==> config.mk <==
export PLATFORM = sky130hd
export DESIGN_NAME = mgmt_reg_bank
export DESIGN_NICKNAME = d
export VERILOG_FILES = /design/src/rtl/mrb_pkg.sv /design/src/rtl/mrb_latch_bank.sv /design/src/rtl/mrb_sc_bank.sv /design/src/rtl/mrb_access_decode.sv /design/src/rtl/mrb_generic_regs.sv /design/src/rtl/mrb_lane_regs.sv /design/src/rtl/mgmt_reg_bank.sv
export SDC_FILE = /design/constraint.sdc
export NUM_CORES = 1
export LEC_CHECK = 0
export BUFFER_PORTS_ARGS = -buffer_cell sky130_fd_sc_hd__buf_2
export CORE_UTILIZATION = 50
export CTS_CLUSTER_DIAMETER = 80
export DETAILED_ROUTE_END_ITERATION = 6
export GPL_TIMING_DRIVEN = 0
export HOLD_SLACK_MARGIN = 0.02
export PLACE_DENSITY = 0.79
export REMOVE_ABC_BUFFERS = 1
export SYNTH_ARGS = -nofsm -noshare
export SYNTH_HDL_FRONTEND = slang
export SYNTH_SLANG_ARGS = --single-unit
export TNS_END_PERCENT = 5
==> constraint.sdc <==
create_clock -name clk -period 6 [get_ports clk]
set_clock_uncertainty 0.15 [all_clocks]
set_input_delay 1.2 -clock clk [delete_from_list [all_inputs] [get_ports clk]]
set_output_delay 1.2 -clock clk [all_outputs]
set_load 0.005 [all_outputs]
==> src/rtl/mrb_pkg.sv <==
package mrb_pkg;
  localparam int REG_W = 8;

  // chip space offsets
  localparam logic [7:0] G_CFG   = 8'h00;
  localparam logic [7:0] G_ID    = 8'h01;
  localparam logic [7:0] G_ALARM = 8'h02;
  localparam logic [7:0] G_DIV   = 8'h03;
  localparam logic [7:0] G_CMD   = 8'h04;

  // lane space offsets
  localparam logic [7:0] L_CFG   = 8'h00;
  localparam logic [7:0] L_LINK  = 8'h01;
  localparam logic [7:0] L_ERR   = 8'h02;
  localparam logic [7:0] L_CMD   = 8'h03;

  typedef struct packed {
    logic             wr;
    logic             rd;
    logic [REG_W-1:0] addr;
    logic [REG_W-1:0] wdata;
  } reg_req_t;
endpackage

==> src/rtl/mrb_latch_bank.sv <==
module mrb_latch_bank #(
  parameter int W         = 4,
  parameter bit HOLD_HIGH = 1'b1
) (
  input  logic         clk,
  input  logic         rst_n,
  input  logic [W-1:0] live_i,
  input  logic         release_i,
  output logic [W-1:0] shown_o
);
  logic [W-1:0] act;
  logic [W-1:0] hold_q;
  logic [W-1:0] show_act;

  // normalise polarity so the holding logic is shared
  generate
    if (HOLD_HIGH) begin : g_high
      assign act     = live_i;
      assign shown_o = show_act;
    end else begin : g_low
      assign act     = ~live_i;
      assign shown_o = ~show_act;
    end
  endgenerate

  assign show_act = act | hold_q;

  // a fresh event outranks the release issued by a read
  always_ff @(posedge clk) begin
    if (!rst_n) hold_q <= '0;
    else        hold_q <= act | (hold_q & {W{~release_i}});
  end

  a_r8_hold_until_read: assert property (@(posedge clk) disable iff (!rst_n)
    !release_i |=> ((hold_q & $past(hold_q)) == $past(hold_q)));
  a_r11_event_wins: assert property (@(posedge clk) disable iff (!rst_n)
    release_i |=> ((hold_q & $past(act)) == $past(act)));
  a_r9_release_follows_live: assert property (@(posedge clk) disable iff (!rst_n)
    release_i |=> ((hold_q & ~$past(act)) == '0));
endmodule

==> src/rtl/mrb_sc_bank.sv <==
module mrb_sc_bank #(
  parameter int W = 1
) (
  input  logic         clk,
  input  logic         rst_n,
  input  logic [W-1:0] set_i,
  input  logic [W-1:0] done_i,
  output logic [W-1:0] q_o
);
  logic [W-1:0] q;

  always_ff @(posedge clk) begin
    if (!rst_n) q <= '0;
    else        q <= (q & ~done_i) | set_i;
  end

  assign q_o = q;

  a_r12_set_takes: assert property (@(posedge clk) disable iff (!rst_n)
    (set_i != '0) |=> ((q_o & $past(set_i)) == $past(set_i)));
  a_r12_done_clears: assert property (@(posedge clk) disable iff (!rst_n)
    ((q_o & done_i & ~set_i) != '0) |=> ((q_o & $past(q_o & done_i & ~set_i)) == '0));
  a_r12_no_spontaneous_set: assert property (@(posedge clk) disable iff (!rst_n)
    (set_i == '0) |=> ((q_o & ~$past(q_o)) == '0));
endmodule

==> src/rtl/mrb_access_decode.sv <==
module mrb_access_decode #(
  parameter int                PORT_W    = 5,
  parameter int                DEV_W     = 5,
  parameter logic [PORT_W-1:0] PORT_ADDR = '0,
  parameter int                NDEV      = 4
) (
  input  logic [PORT_W-1:0] port_i,
  input  logic [DEV_W-1:0]  dev_i,
  input  logic [7:0]        addr_hi_i,
  input  logic [7:0]        wdata_hi_i,
  output logic              port_hit_o,
  output logic              wdata_ok_o,
  output logic [NDEV-1:0]   dev_sel_o
);
  logic addr_ok;

  assign port_hit_o = (port_i == PORT_ADDR);
  assign addr_ok    = (addr_hi_i == 8'h00);
  assign wdata_ok_o = (wdata_hi_i == 8'h00);

  for (genvar d = 0; d < NDEV; d++) begin : g_dev
    assign dev_sel_o[d] = addr_ok && (dev_i == DEV_W'(d));
  end
endmodule

==> src/rtl/mrb_generic_regs.sv <==
module mrb_generic_regs
  import mrb_pkg::*;
#(
  parameter int         ALM_W   = 4,
  parameter int         DIV_W   = 5,
  parameter int         CMD_W   = 2,
  parameter logic [7:0] CHIP_ID = 8'h5C
) (
  input  logic             clk,
  input  logic             rst_n,
  input  reg_req_t         req_i,
  input  logic [ALM_W-1:0] alarm_i,
  input  logic [CMD_W-1:0] done_i,
  output logic [7:0]       cfg_o,
  output logic [DIV_W-1:0] div_o,
  output logic [CMD_W-1:0] cmd_o,
  output logic [7:0]       rdata_o
);
  logic [7:0]       cfg_q;
  logic [DIV_W-1:0] div_q;
  logic [ALM_W-1:0] alarm_shown;
  logic [CMD_W-1:0] cmd_set;

  always_ff @(posedge clk) begin
    if (!rst_n) begin
      cfg_q <= '0;
      div_q <= '0;
    end else if (req_i.wr) begin
      if (req_i.addr == G_CFG) cfg_q <= req_i.wdata;
      // narrow field: bits above DIV_W are dropped
      if (req_i.addr == G_DIV) div_q <= req_i.wdata[DIV_W-1:0];
    end
  end

  mrb_latch_bank #(.W(ALM_W), .HOLD_HIGH(1'b1)) u_alarm (
    .clk       (clk),
    .rst_n     (rst_n),
    .live_i    (alarm_i),
    .release_i (req_i.rd && (req_i.addr == G_ALARM)),
    .shown_o   (alarm_shown)
  );

  assign cmd_set = (req_i.wr && (req_i.addr == G_CMD)) ? req_i.wdata[CMD_W-1:0] : '0;

  mrb_sc_bank #(.W(CMD_W)) u_cmd (
    .clk    (clk),
    .rst_n  (rst_n),
    .set_i  (cmd_set),
    .done_i (done_i),
    .q_o    (cmd_o)
  );

  always_comb begin
    unique case (req_i.addr)
      G_CFG:   rdata_o = cfg_q;
      G_ID:    rdata_o = CHIP_ID;
      G_ALARM: rdata_o = 8'(alarm_shown);
      G_DIV:   rdata_o = 8'(div_q);
      G_CMD:   rdata_o = 8'(cmd_o);
      default: rdata_o = 8'h00;
    endcase
  end

  assign cfg_o = cfg_q;
  assign div_o = div_q;

  a_r7_id_constant: assert property (@(posedge clk) disable iff (!rst_n)
    (req_i.addr == G_ID) |-> (rdata_o == CHIP_ID));
  a_r6_div_write: assert property (@(posedge clk) disable iff (!rst_n)
    (req_i.wr && req_i.addr == G_DIV) |=> (div_o == $past(req_i.wdata[DIV_W-1:0])));
endmodule

==> src/rtl/mrb_lane_regs.sv <==
module mrb_lane_regs
  import mrb_pkg::*;
#(
  parameter int LINK_W = 4,
  parameter int ERR_W  = 4
) (
  input  logic              clk,
  input  logic              rst_n,
  input  reg_req_t          req_i,
  input  logic [LINK_W-1:0] link_i,
  input  logic [ERR_W-1:0]  err_i,
  input  logic              done_i,
  output logic [7:0]        cfg_o,
  output logic              cmd_o,
  output logic [7:0]        rdata_o
);
  logic [7:0]        cfg_q;
  logic [LINK_W-1:0] link_shown;
  logic [ERR_W-1:0]  err_shown;

  always_ff @(posedge clk) begin
    if (!rst_n)                               cfg_q <= '0;
    else if (req_i.wr && req_i.addr == L_CFG) cfg_q <= req_i.wdata;
  end

  mrb_latch_bank #(.W(LINK_W), .HOLD_HIGH(1'b0)) u_link (
    .clk       (clk),
    .rst_n     (rst_n),
    .live_i    (link_i),
    .release_i (req_i.rd && (req_i.addr == L_LINK)),
    .shown_o   (link_shown)
  );

  mrb_latch_bank #(.W(ERR_W), .HOLD_HIGH(1'b1)) u_err (
    .clk       (clk),
    .rst_n     (rst_n),
    .live_i    (err_i),
    .release_i (req_i.rd && (req_i.addr == L_ERR)),
    .shown_o   (err_shown)
  );

  mrb_sc_bank #(.W(1)) u_cmd (
    .clk    (clk),
    .rst_n  (rst_n),
    .set_i  (req_i.wr && (req_i.addr == L_CMD) && req_i.wdata[0]),
    .done_i (done_i),
    .q_o    (cmd_o)
  );

  always_comb begin
    unique case (req_i.addr)
      L_CFG:   rdata_o = cfg_q;
      L_LINK:  rdata_o = 8'(link_shown);
      L_ERR:   rdata_o = 8'(err_shown);
      L_CMD:   rdata_o = 8'(cmd_o);
      default: rdata_o = 8'h00;
    endcase
  end

  assign cfg_o = cfg_q;

  a_r5_cfg_write: assert property (@(posedge clk) disable iff (!rst_n)
    (req_i.wr && req_i.addr == L_CFG) |=> (cfg_o == $past(req_i.wdata)));
  a_r13_cfg_stable: assert property (@(posedge clk) disable iff (!rst_n)
    !(req_i.wr && req_i.addr == L_CFG) |=> $stable(cfg_o));
endmodule

==> src/rtl/mgmt_reg_bank.sv <==
module mgmt_reg_bank
  import mrb_pkg::*;
#(
  parameter int                PORT_W    = 5,
  parameter int                DEV_W     = 5,
  parameter logic [PORT_W-1:0] PORT_ADDR = '0,
  parameter int                NLANE     = 3,
  parameter int                LINK_W    = 4,
  parameter int                ERR_W     = 4,
  parameter int                ALM_W     = 4,
  parameter int                DIV_W     = 5,
  parameter int                CMD_W     = 2,
  parameter logic [7:0]        CHIP_ID   = 8'h5C
) (
  input  logic                    clk,
  input  logic                    rst_n,
  input  logic [PORT_W-1:0]       acc_port_i,
  input  logic [DEV_W-1:0]        acc_dev_i,
  input  logic [15:0]             acc_addr_i,
  input  logic [15:0]             acc_wdata_i,
  input  logic                    acc_rd_i,
  input  logic                    acc_wr_i,
  output logic                    rd_valid_o,
  output logic [15:0]             rd_data_o,
  input  logic [ALM_W-1:0]        gen_alarm_i,
  input  logic [CMD_W-1:0]        gen_done_i,
  output logic [7:0]              gen_cfg_o,
  output logic [DIV_W-1:0]        gen_div_o,
  output logic [CMD_W-1:0]        gen_cmd_o,
  input  logic [NLANE*LINK_W-1:0] lane_link_i,
  input  logic [NLANE*ERR_W-1:0]  lane_err_i,
  input  logic [NLANE-1:0]        lane_done_i,
  output logic [NLANE*8-1:0]      lane_cfg_o,
  output logic [NLANE-1:0]        lane_cmd_o
);
  localparam int NDEV = NLANE + 1;

  logic            port_hit;
  logic            wdata_ok;
  logic [NDEV-1:0] dev_sel;
  reg_req_t        req   [NDEV];
  logic [7:0]      rdata [NDEV];
  logic [7:0]      sel_data;
  logic            rd_valid_q;
  logic [15:0]     rd_data_q;

  mrb_access_decode #(
    .PORT_W(PORT_W), .DEV_W(DEV_W), .PORT_ADDR(PORT_ADDR), .NDEV(NDEV)
  ) u_dec (
    .port_i     (acc_port_i),
    .dev_i      (acc_dev_i),
    .addr_hi_i  (acc_addr_i[15:8]),
    .wdata_hi_i (acc_wdata_i[15:8]),
    .port_hit_o (port_hit),
    .wdata_ok_o (wdata_ok),
    .dev_sel_o  (dev_sel)
  );

  for (genvar d = 0; d < NDEV; d++) begin : g_req
    assign req[d] = '{wr:    acc_wr_i && port_hit && dev_sel[d] && wdata_ok,
                      rd:    acc_rd_i && port_hit && dev_sel[d],
                      addr:  acc_addr_i[7:0],
                      wdata: acc_wdata_i[7:0]};
  end

  mrb_generic_regs #(
    .ALM_W(ALM_W), .DIV_W(DIV_W), .CMD_W(CMD_W), .CHIP_ID(CHIP_ID)
  ) u_gen (
    .clk     (clk),
    .rst_n   (rst_n),
    .req_i   (req[0]),
    .alarm_i (gen_alarm_i),
    .done_i  (gen_done_i),
    .cfg_o   (gen_cfg_o),
    .div_o   (gen_div_o),
    .cmd_o   (gen_cmd_o),
    .rdata_o (rdata[0])
  );

  for (genvar l = 0; l < NLANE; l++) begin : g_lane
    mrb_lane_regs #(.LINK_W(LINK_W), .ERR_W(ERR_W)) u_lane (
      .clk     (clk),
      .rst_n   (rst_n),
      .req_i   (req[l+1]),
      .link_i  (lane_link_i[l*LINK_W +: LINK_W]),
      .err_i   (lane_err_i[l*ERR_W +: ERR_W]),
      .done_i  (lane_done_i[l]),
      .cfg_o   (lane_cfg_o[l*8 +: 8]),
      .cmd_o   (lane_cmd_o[l]),
      .rdata_o (rdata[l+1])
    );
  end

  always_comb begin
    sel_data = 8'h00;
    for (int d = 0; d < NDEV; d++) begin
      if (dev_sel[d]) sel_data = sel_data | rdata[d];
    end
  end

  // answer registered; the latch release lands on the same edge
  always_ff @(posedge clk) begin
    if (!rst_n) begin
      rd_valid_q <= 1'b0;
      rd_data_q  <= '0;
    end else begin
      rd_valid_q <= acc_rd_i && port_hit;
      if (acc_rd_i && port_hit) rd_data_q <= {8'h00, sel_data};
    end
  end

  assign rd_valid_o = rd_valid_q;
  assign rd_data_o  = rd_data_q;

  a_r1_port_filter: assert property (@(posedge clk) disable iff (!rst_n)
    (acc_rd_i && acc_port_i != PORT_ADDR) |=> !rd_valid_o);
  a_r4_answer_next: assert property (@(posedge clk) disable iff (!rst_n)
    (acc_rd_i && acc_port_i == PORT_ADDR) |=> rd_valid_o);
  a_r3_upper_zero: assert property (@(posedge clk) disable iff (!rst_n)
    rd_valid_o |-> (rd_data_o[15:8] == 8'h00));
  a_r3_unmapped_zero: assert property (@(posedge clk) disable iff (!rst_n)
    (acc_rd_i && acc_port_i == PORT_ADDR && acc_addr_i[15:8] != 8'h00) |=> (rd_data_o == 16'h0000));
  a_r2_one_device: assert property (@(posedge clk) disable iff (!rst_n)
    $onehot0(dev_sel));
endmodule

# ---- Word-level counts from Yosys, hierarchy flattened
# Cells that the tools add are included.
dict set report totals {
  regBits 79
  out_inout_bits 59
}
dict set report op_classes {
  n_eq_ne 7
  muxes 9
  n_bitwise 49
  n_reduce_logical 42
}
# op n
set ops {}
lappend ops {{8-bit one-hot mux with 4 select lines} 3}
lappend ops {{4-bit bitwise OR} 14}
lappend ops {{8-bit one-hot mux with 5 select lines} 1}
lappend ops {{1-bit logical AND} 35}
lappend ops {{8-bit 2-to-1 mux} 4}
lappend ops {{4-bit AND} 7}
lappend ops {{8-bit logical NOT} 3}
lappend ops {{4-bit inverter} 6}
lappend ops {{8-bit bitwise OR} 3}
lappend ops {{8-bit by 2-bit equality test with 1-bit output, second input constant} 2}
lappend ops {{5-bit by 2-bit equality test with 1-bit output, second input constant} 2}
lappend ops {{5-bit logical NOT} 2}
lappend ops {{1-bit inverter} 10}
lappend ops {{8-bit by 1-bit equality test with 1-bit output, second input constant} 1}
lappend ops {{8-bit by 3-bit equality test with 1-bit output, second input constant} 1}
lappend ops {{5-bit by 1-bit equality test with 1-bit output, second input constant} 1}
lappend ops {{2-bit AND reduction} 2}
lappend ops {{1-bit AND} 3}
lappend ops {{1-bit bitwise OR} 3}
lappend ops {{2-bit AND} 1}
lappend ops {{2-bit 2-to-1 mux} 1}
lappend ops {{2-bit inverter} 1}
lappend ops {{2-bit bitwise OR} 1}

# ---- Depth between registers and ports, before layout
# Gate-level depths: netlist of the first run.
dict set report depth {
  ltp_word 10
  depth_mapped 8
  depth_no_buf 5
}

# ---- By module
# From an unflattened synthesis of the first run, not the netlist that was laid out.
dict set report hier_totals {
  hier_cells 495
  hier_area_um2 4425.5
}
# mod instances cells_each area_each_um2
set by_module_without_submodules {}
lappend by_module_without_submodules {mrb_lane_regs 3 65 545.5}
lappend by_module_without_submodules {mrb_latch_bank 7 16 160.2}
lappend by_module_without_submodules {mrb_generic_regs 1 90 775.7}
lappend by_module_without_submodules {mgmt_reg_bank 1 69 586.8}
lappend by_module_without_submodules {{mrb_sc_bank at g_lane[0].u_lane.u_cmd ...} 3 3 41.3}
lappend by_module_without_submodules {mrb_access_decode 1 14 98.8}
lappend by_module_without_submodules {{mrb_sc_bank at u_gen.u_cmd} 1 6 82.6}

# ---- Worst setup path after synthesis of the first run
# No wires, ideal clock.
dict set report synth_timing {
  path_kind {in2reg}
  start {in acc_addr_i[3]}
  end {reg g_lane[2].u_lane.cfg_q[1]}
  arrival_time_ps 2805
  slack_ps 2974
  stages 7
  path_buffers 2
  path_cell_list {or4_4 nor4b_2 and4_1 buf_4 and4_4 buf_12 mux2i_1}
}
dict set report synth_via {
  elab_chain_cells 2
}
# item line_no
set synth_lines {}
lappend synth_lines {{start, declared} mgmt_reg_bank.sv:19} ;# input logic [15:0] acc_addr_i,
lappend synth_lines {{8-bit logical NOT} mrb_lane_regs.sv:23} ;# else if (req_i.wr && req_i.addr == L_CFG) cfg_q <= req_i.wdata;
lappend synth_lines {{1-bit logical AND} mrb_lane_regs.sv:23}
lappend synth_lines {{end signal, assigned} mrb_lane_regs.sv:23}
lappend synth_lines {{end, declared} mrb_lane_regs.sv:17} ;# logic [7:0] cfg_q;
# No other way between the ends.
# A chain may end at the register's enable or synchronous reset.

==> out/results.tsv, run 1 <==
stage	metric	value	unit
final_layout	area grow syn2layout	21.5	%
route	Avg WL per Cell	16.9	µm
timing	Max Slew Vio Count	0	
cts	clk_lat worst skew	360	ps
route	via density per instance	5.72	
power_and_ir_drop	Pwr Total	1.07	mW
flow_run	max cap viols	0	
cts	CTS tree	built	
logic_synthesis	leading area contributor after synthesis	dfxtp_1	
cts	Num CTS Buffers	9	
placement	Port Buffers	129	
die	core area	0.00725	mm²
power_and_ir_drop	Lkg Pwr	2.16	nW
route	DRC	0	
timing	final hold violations	0	
setup_path	worst reg2reg path endpoint	rd_data_o[0]$_SDFFE_PN0P_	
final_layout	Final Net Count	603	
timing	fin worst setup slack	2320	ps
cts	CTS Root Buffer Type	clkbuf_8	
route	Routed Antenna Nets	0	
die	Initial Util	0.516	
worst_hold_path	worst hold path class	flip-flop to flip-flop	
setup_path	Critical Path Fanout Max	77	
cts	Post-CTS Resized	0	
route	1st-iter DRT viols	311	
outcome	status	complete, no violations	
setup_path	r2r setup slk	4350	ps
logic_synthesis	flops & latches, synth	79	
setup_path	Req. time, crit path	6140	ps
route	via count	3594	
cts	clk buf depth	2	
timing	RSZ-0062 raised after global routing	false	
global_routing	first-pass GRT wire length	16300	µm
logic_synthesis	asr flop ratio synth	0	
power_and_ir_drop	peak supply drop	0.124	mV
timing	total negative slack	0	ps
logic_synthesis	syn_area_per_cell	9.06	µm²
cts	setup bufs post-CTS	0	
global_routing	Congestion Overflow GR	0	
cts	Clk pin slew, worst setup/hold paths	80	ps
cts	CTS sink cnt	79	
logic_synthesis	Syn Inst Count	413	
placement	GP Congestion	0.862	
logic_synthesis	sequential area share after synthesis	0.423	
setup_path	CP Capture Point	u_gen.u_alarm.hold_q[2]$_SDFF_PN0_	
final_layout	layout cells sized above 1	0.301	
logic_synthesis	cell area after synthesis	0.00374	mm²
timing	Tcrit/Tclk final	0.614	
logic_synthesis	Yosys cell types	53	
setup_path	kind of critical path	primary input to flip-flop	
timing	final hold slack	306	ps
power_and_ir_drop	Cell Pwr Density	235	mW/mm²
final_layout	ant diodes	0	
setup_path	CP Launch Point	rst_n	
global_routing	initial antenna violation count	0	
logic_synthesis	Area contributors post-synth	dfxtp_1 42%, mux2i_1 11%, nand2_1 5.4%	
cts	H-Tree Level Count	3	
die	Die Y	88.5	µm
logic_synthesis	Ys Warns	0	
timing	Tmin final	3680	ps
die	Ports	138	
global_routing	total global-route track usage	0.278	
global_routing	pin count of the biggest net entering global routing	78	
die	row count	31	
logic_synthesis	Post-synth EDFFs	0	
timing	fmax	272	MHz
final_layout	Register Area	0.00158	mm²
setup_path	WP data arrival	3830	ps
setup_path	Worst Setup Start Kind	primary input	
placement	Place WS	1800	ps
route	First-pass DRT Iterations	5	
final_layout	Multi-input gate area	0.00195	mm²
die	die area	0.00783	mm²
placement	post-DP HPWL	7770	µm
setup_path	reg2reg path depth	5	
logic_synthesis	Primary FF master, synth	dfxtp_1	
route	WL final	10600	µm
global_routing	number of global-route vias before repair	3330	
logic_synthesis	share of the synthesized area in the top cell type	0.423	
timing	slew of the pin with the lowest slew margin	1380	ps
cts	hold-fix buffers at CTS	0	
setup_path	reg2reg start	g_lane[1].u_lane.u_err.hold_q[0]$_SDFF_PN0_	
final_layout	Filler cells	650	
die	Die W	88.5	µm
setup_path	CP Capture Type	flip-flop	
timing	relative slew slack	0.0778	
timing	setup violators final	0	
-- cell usage after synthesis (3+ instances only) --
library cell and number:
dfxtp_1 79, nand2_1 54, mux2i_1 41, nor2_1 40, clkbuf_1 19, a22o_1 18, o21ai_0 14, buf_4 12
a21oi_1 11, inv_1 8, nand3_1 8, a211oi_1 7, o2bb2ai_1 7, nor2b_1 6, nor3_1 6, o21a_1 5
o22ai_1 5, mux4_2 4, nand2b_1 4, nand3b_1 4, nor3b_1 4, a31oi_1 3, and3b_1 3, buf_1 3
nand4_1 3, nor4_1 3
-- stage by stage --
| stage | utilization | instance area [µm²] | instances |
|---|---|---|---|
| after global routing | 0.627 | 4550 | 628 |
| after floorplan | - | 3560 | 383 |
| final | 0.627 | 4550 | 628 |
| after global placement | 0.598 | 4330 | 611 |
| after detailed placement | 0.598 | 4330 | 611 |
| after CTS | 0.626 | 4540 | 627 |
-- worst min path at each step --
stage	start	to	slack (ps)	cells past startpoint
floorplan	g_lane[0].u_lane.u_link.hold_q[3]$_SDFF_PN0_	g_lane[0].u_lane.u_link.hold_q[3]$_SDFF_PN0_	280	1
global placement	g_lane[1].u_lane.u_link.hold_q[3]$_SDFF_PN0_	g_lane[1].u_lane.u_link.hold_q[3]$_SDFF_PN0_	290	2
detailed placement	g_lane[1].u_lane.u_link.hold_q[2]$_SDFF_PN0_	g_lane[1].u_lane.u_link.hold_q[2]$_SDFF_PN0_	300	2
CTS	g_lane[1].u_lane.u_link.hold_q[2]$_SDFF_PN0_	g_lane[1].u_lane.u_link.hold_q[2]$_SDFF_PN0_	310	2
global route	g_lane[0].u_lane.u_link.hold_q[3]$_SDFF_PN0_	g_lane[0].u_lane.u_link.hold_q[3]$_SDFF_PN0_	330	1
finish	rd_data_o[5]$_SDFFE_PN0P_	rd_data_o[5]$_SDFFE_PN0P_	310	2
-- worst max-delay path: stages --
cell and delay, ps:
buf_2 1000, inv_1 770, a41oi_1 610, a22o_1 200
-- state kept, by name, indices dropped and copies added (netlist names) --
| register | count |
|---|---|
| g_lane.u_lane.cfg_o | 24 |
| g_lane.u_lane.u_cmd.q_o | 3 |
| g_lane.u_lane.u_err.hold_q | 12 |
| g_lane.u_lane.u_link.hold_q | 12 |
| rd_data_o | 8 |
| rd_valid_o | 1 |
| u_gen.cfg_o | 8 |
| u_gen.div_o | 5 |
| u_gen.u_alarm.hold_q | 4 |
| u_gen.u_cmd.q_o | 2 |
-- cell families (layout without fill, tap and decap cells) --
kind of cell	after synthesis	count (layout)	share of synthesized area
AOI/OAI and AO/OA	88	88	0.173
buffers and inverters	45	154	0.0622
DFF	79	79	0.423
muxes	45	45	0.134
other	1	8	0.00100
and+or+nand+nor	155	155	0.207
-- routing by layer --
metal  part of all wire  vias to the layer above  global-route usage
li1                   -                     1702                   -
met1               0.43                     1700               0.351
met2               0.47                      180               0.468
met3              0.086                       12              0.0606
met4              0.017                        0               0.103
met5                  0                        -                   0
-- power breakdown --
group	leakage, nW	switching [mW]	total [mW]	internal (mW)
clock	0.105	0.196	0.410	0.214
combinational	1.41	0.0617	0.109	0.0476
sequential	0.646	0.00890	0.551	0.542
total	2.16	0.267	1.07	0.803
-- cell usage in the layout (no fill, tap or decap), drive strengths merged, types with 4 or more instances in the layout --
cell type / instances
clkbuf: 11
dfxtp: 79
o22ai: 5
nand2: 55
nor3: 7
buf: 130
nand2b: 4
inv: 8
nor3b: 4
nor2b: 6
nor2: 40
conb: 8
a211oi: 7
o21ai: 14
o21a: 5
nand3: 10
o2bb2ai: 7
a21oi: 11
mux2i: 41
nand3b: 4
mux4: 4
a22o: 18
-- layout make-up --
type,instances,share of cell area
inverters,8,0.00660
well taps,99,0.0272
multi-input cells,296,0.430
clock buffers,11,0.0333
repair buffers,130,0.143
clock inverters,5,0.0124
flip-flops and latches,79,0.348
Note: power is estimated with default switching activity, not from simulation.
==> run 2, diff against run 1 <==
--- a/config.mk
+++ b/config.mk
@@ -5,13 +5,14 @@
 export SDC_FILE = /design/constraint.sdc
 export NUM_CORES = 1
 export LEC_CHECK = 0
+export ABC_AREA = 1
 export BUFFER_PORTS_ARGS = -buffer_cell sky130_fd_sc_hd__buf_2
 export CORE_UTILIZATION = 50
 export CTS_CLUSTER_DIAMETER = 80
 export DETAILED_ROUTE_END_ITERATION = 6
 export GPL_TIMING_DRIVEN = 0
 export HOLD_SLACK_MARGIN = 0.02
-export PLACE_DENSITY = 0.79
+export PLACE_DENSITY = 0.78
 export REMOVE_ABC_BUFFERS = 1
 export SYNTH_ARGS = -nofsm -noshare
 export SYNTH_HDL_FRONTEND = slang
==> constraint.sdc (replaced) <==
create_clock -name clk -period 3.8 [get_ports clk]
set_clock_uncertainty 0.15 [all_clocks]
set_input_delay 0.76 -clock clk [delete_from_list [all_inputs] [get_ports clk]]
set_output_delay 0.76 -clock clk [all_outputs]
set_load 0.005 [all_outputs]
==> run 2 against run 1 <==
  * Global-route usage grew 0.75 points
  * Hold slack gained 13 ps
  * First-iteration DRC count shrank 2.9%
  * Clock power grew 65%
  * Sequential power grew 55%
  * Die area grew 6.3%
  * Synthesized area grew 6.4%
  * Setup slack lost 1200 ps
  * Largest cell class unchanged
==> out/results.tsv, run 2 <==
stage	metric	value	unit
outcome	status	complete, no violations	
setup_path	Req. time, crit path	3880	ps
timing	fin worst setup slack	1130	ps
cts	CTS sink cnt	79	
route	Routed Antenna Nets	0	
die	Die W	91.2	µm
route	via count	4340	
final_layout	ant diodes	0	
logic_synthesis	share of the synthesized area in the top cell type	0.397	
placement	Port Buffers	129	
cts	H-Tree Level Count	3	
timing	relative slew slack	0.417	
power_and_ir_drop	Cell Pwr Density	346	mW/mm²
placement	Inst Count DP	831	
die	Die Y	91.2	µm
timing	final hold slack	319	ps
global_routing	total global-route track usage	0.286	
placement	GP Congestion	0.875	
logic_synthesis	Area contributors post-synth	dfxtp_1 40%, nand2_1 12%, nor2_1 12%	
placement	post-DP HPWL	8470	µm
logic_synthesis	Post-synth EDFFs	0	
route	via density per instance	5.13	
global_routing	initial antenna violation count	0	
placement	Place WS	783	ps
timing	total negative slack	0	ps
logic_synthesis	cell area after synthesis	0.00398	mm²
final_layout	most common cell after layout, fill and taps aside	buf_2	
setup_path	kind of critical path	primary input to flip-flop	
logic_synthesis	top post-synthesis cells by count	125 x nand2_1, 125 x nor2_1, 92 x inv_1	
power_and_ir_drop	Lkg Pwr	2.44	nW
final_layout	Multi-input gate area	0.00191	mm²
final_layout	number of flip-flops in the largest register	24	
final_layout	Filler cells	735	
route	First-pass DRT Iterations	5	
logic_synthesis	Syn Inst Count	621	
die	row count	32	
global_routing	pin count of the biggest net entering global routing	59	
final_layout	area grow syn2layout	21.4	%
logic_synthesis	asr flop ratio synth	0	
setup_path	Crit path max-delay family	simple AND/OR/NAND/NOR gates	
cts	CTS Root Buffer Type	clkbuf_8	
timing	fmax	375	MHz
timing	final hold violations	0	
setup_path	Critical Path Fanout Max	19	
global_routing	Congestion Overflow GR	0	
route	DRC	0	
final_layout	layout cells sized above 1	0.219	
timing	RSZ-0062 raised after global routing	false	
die	Initial Util	0.515	
die	Ports	138	
route	1st-iter DRT viols	302	
logic_synthesis	flops & latches, synth	79	
die	core area	0.00773	mm²
global_routing	first-pass GRT wire length	18800	µm
timing	slew of the pin with the lowest slew margin	874	ps
worst_hold_path	worst hold path class	flip-flop to flip-flop	
cts	Post-CTS Resized	0	
placement	area post-placement	0.00462	mm²
setup_path	crit-path cells	buf_2 -> nor3_1 -> nand3_1 -> nor2_2 -> inv_1 -> nor2_1 -> inv_1 -> nor2_1 -> a21oi_1	
setup_path	Worst path max stage delay	650	ps
final_layout	Register Area	0.00158	mm²
logic_synthesis	Ys Warns	0	
cts	CTS tree	built	
flow_run	max cap viols	0	
route	Avg WL per Cell	13.5	µm
route	WL final	11400	µm
logic_synthesis	syn_area_per_cell	6.41	µm²
cts	Num CTS Buffers	9	
final_layout	most frequent cells in the layout	129 x buf_2, 125 x nor2_1, 125 x nand2_1, 92 x inv_1, 79 x dfxtp_1	
timing	Tmin final	2670	ps
setup_path	CP Capture Type	flip-flop	
die	die area	0.00832	mm²
logic_synthesis	sequential area share after synthesis	0.397	
global_routing	number of global-route vias before repair	4072	
logic_synthesis	Yosys cell types	26	
cts	setup bufs post-CTS	0	
setup_path	critical path buffer and inverter count	3	
cts	hold-fix buffers at CTS	0	
cts	clk_lat worst skew	350	ps
final_layout	Non-Filler Instances	846	
setup_path	Worst Setup Start Kind	primary input	
timing	setup violators final	0	
final_layout	fin area	0.00483	mm²
setup_path	WP data arrival	2750	ps
logic_synthesis	leading area contributor after synthesis	dfxtp_1	
timing	Max Slew Vio Count	0	
final_layout	Final Net Count	819	
timing	Tcrit/Tclk final	0.701	
cts	clk buf depth	2	
logic_synthesis	Primary FF master, synth	dfxtp_1	
setup_path	slowest CP cell	nor2_2	
cts	Clk pin slew, worst setup/hold paths	70	ps
power_and_ir_drop	peak supply drop	0.268	mV
==> run 2: final cells by class <==
| cell class | instances | share of cell area |
|---|---|---|
| clock inverter | 4 | 0.0145 |
| inverter | 95 | 0.0738 |
| multi-input combinational | 426 | 0.395 |
| tap | 102 | 0.0264 |
| sequential | 79 | 0.327 |
| clock buffer | 11 | 0.0293 |
| timing repair buffer | 129 | 0.134 |
==> run 2: worst paths after layout <==
| path | startpoint | endpoint | slack, ps | cells past startpoint |
|---|---|---|---|---|
| worst min register to register | g_lane[0].u_lane.u_link.hold_q[3]$_SDFF_PN0_ | g_lane[0].u_lane.u_link.hold_q[3]$_SDFF_PN0_ | 320 | 2 |
| worst max-delay path | acc_port_i[4] | g_lane[2].u_lane.u_err.hold_q[0]$_SDFF_PN0_ | 1130 | 9 |
| worst min-delay path | g_lane[0].u_lane.u_link.hold_q[3]$_SDFF_PN0_ | g_lane[0].u_lane.u_link.hold_q[3]$_SDFF_PN0_ | 320 | 2 |
| worst max register to register | g_lane[1].u_lane.u_err.hold_q[0]$_SDFF_PN0_ | rd_data_o[0]$_SDFFE_PN0P_ | 2360 | 9 |
==> run 2: per-layer routing <==
layer,routed length [µm],part of all wire,vias to the layer above,global-route usage
met1,4850,0.42,1934,0.341
met5,0,0,-,0
met4,282,0.025,0,0.116
met2,5370,0.47,203,0.489
met3,911,0.080,31,0.0720
li1,-,-,2172,-
==> run 2: stage by stage <==
step	power, mW	util
floorplan	0.935	-
global placement	1.00	0.598
detailed placement	1.01	0.598
CTS	1.67	0.625
global route	1.73	0.625
finish	1.67	0.625
==> run 2: cells by family (layout without fill, tap and decap cells) <==
family,Yosys count,count (layout),share of synthesized area
buffers and inverters,123,239,0.129
AO/OA/AOI/OAI,100,100,0.135
other,1,8,0.000942
AND/OR/NAND/NOR,318,318,0.337
flip-flops,79,79,0.397
==> run 2: worst min-delay path: cells and delay by family (launching register included) <==
family,cells,cell delay [ps]
compound gates,1,50
flops,1,320
simple gates,1,60
==> run 2: power breakdown <==
part           total (mW)  internal [mW]  switching (mW)
Sequential          0.856          0.849         0.00654
Combinational       0.138         0.0576          0.0806
Clock               0.677          0.382           0.295
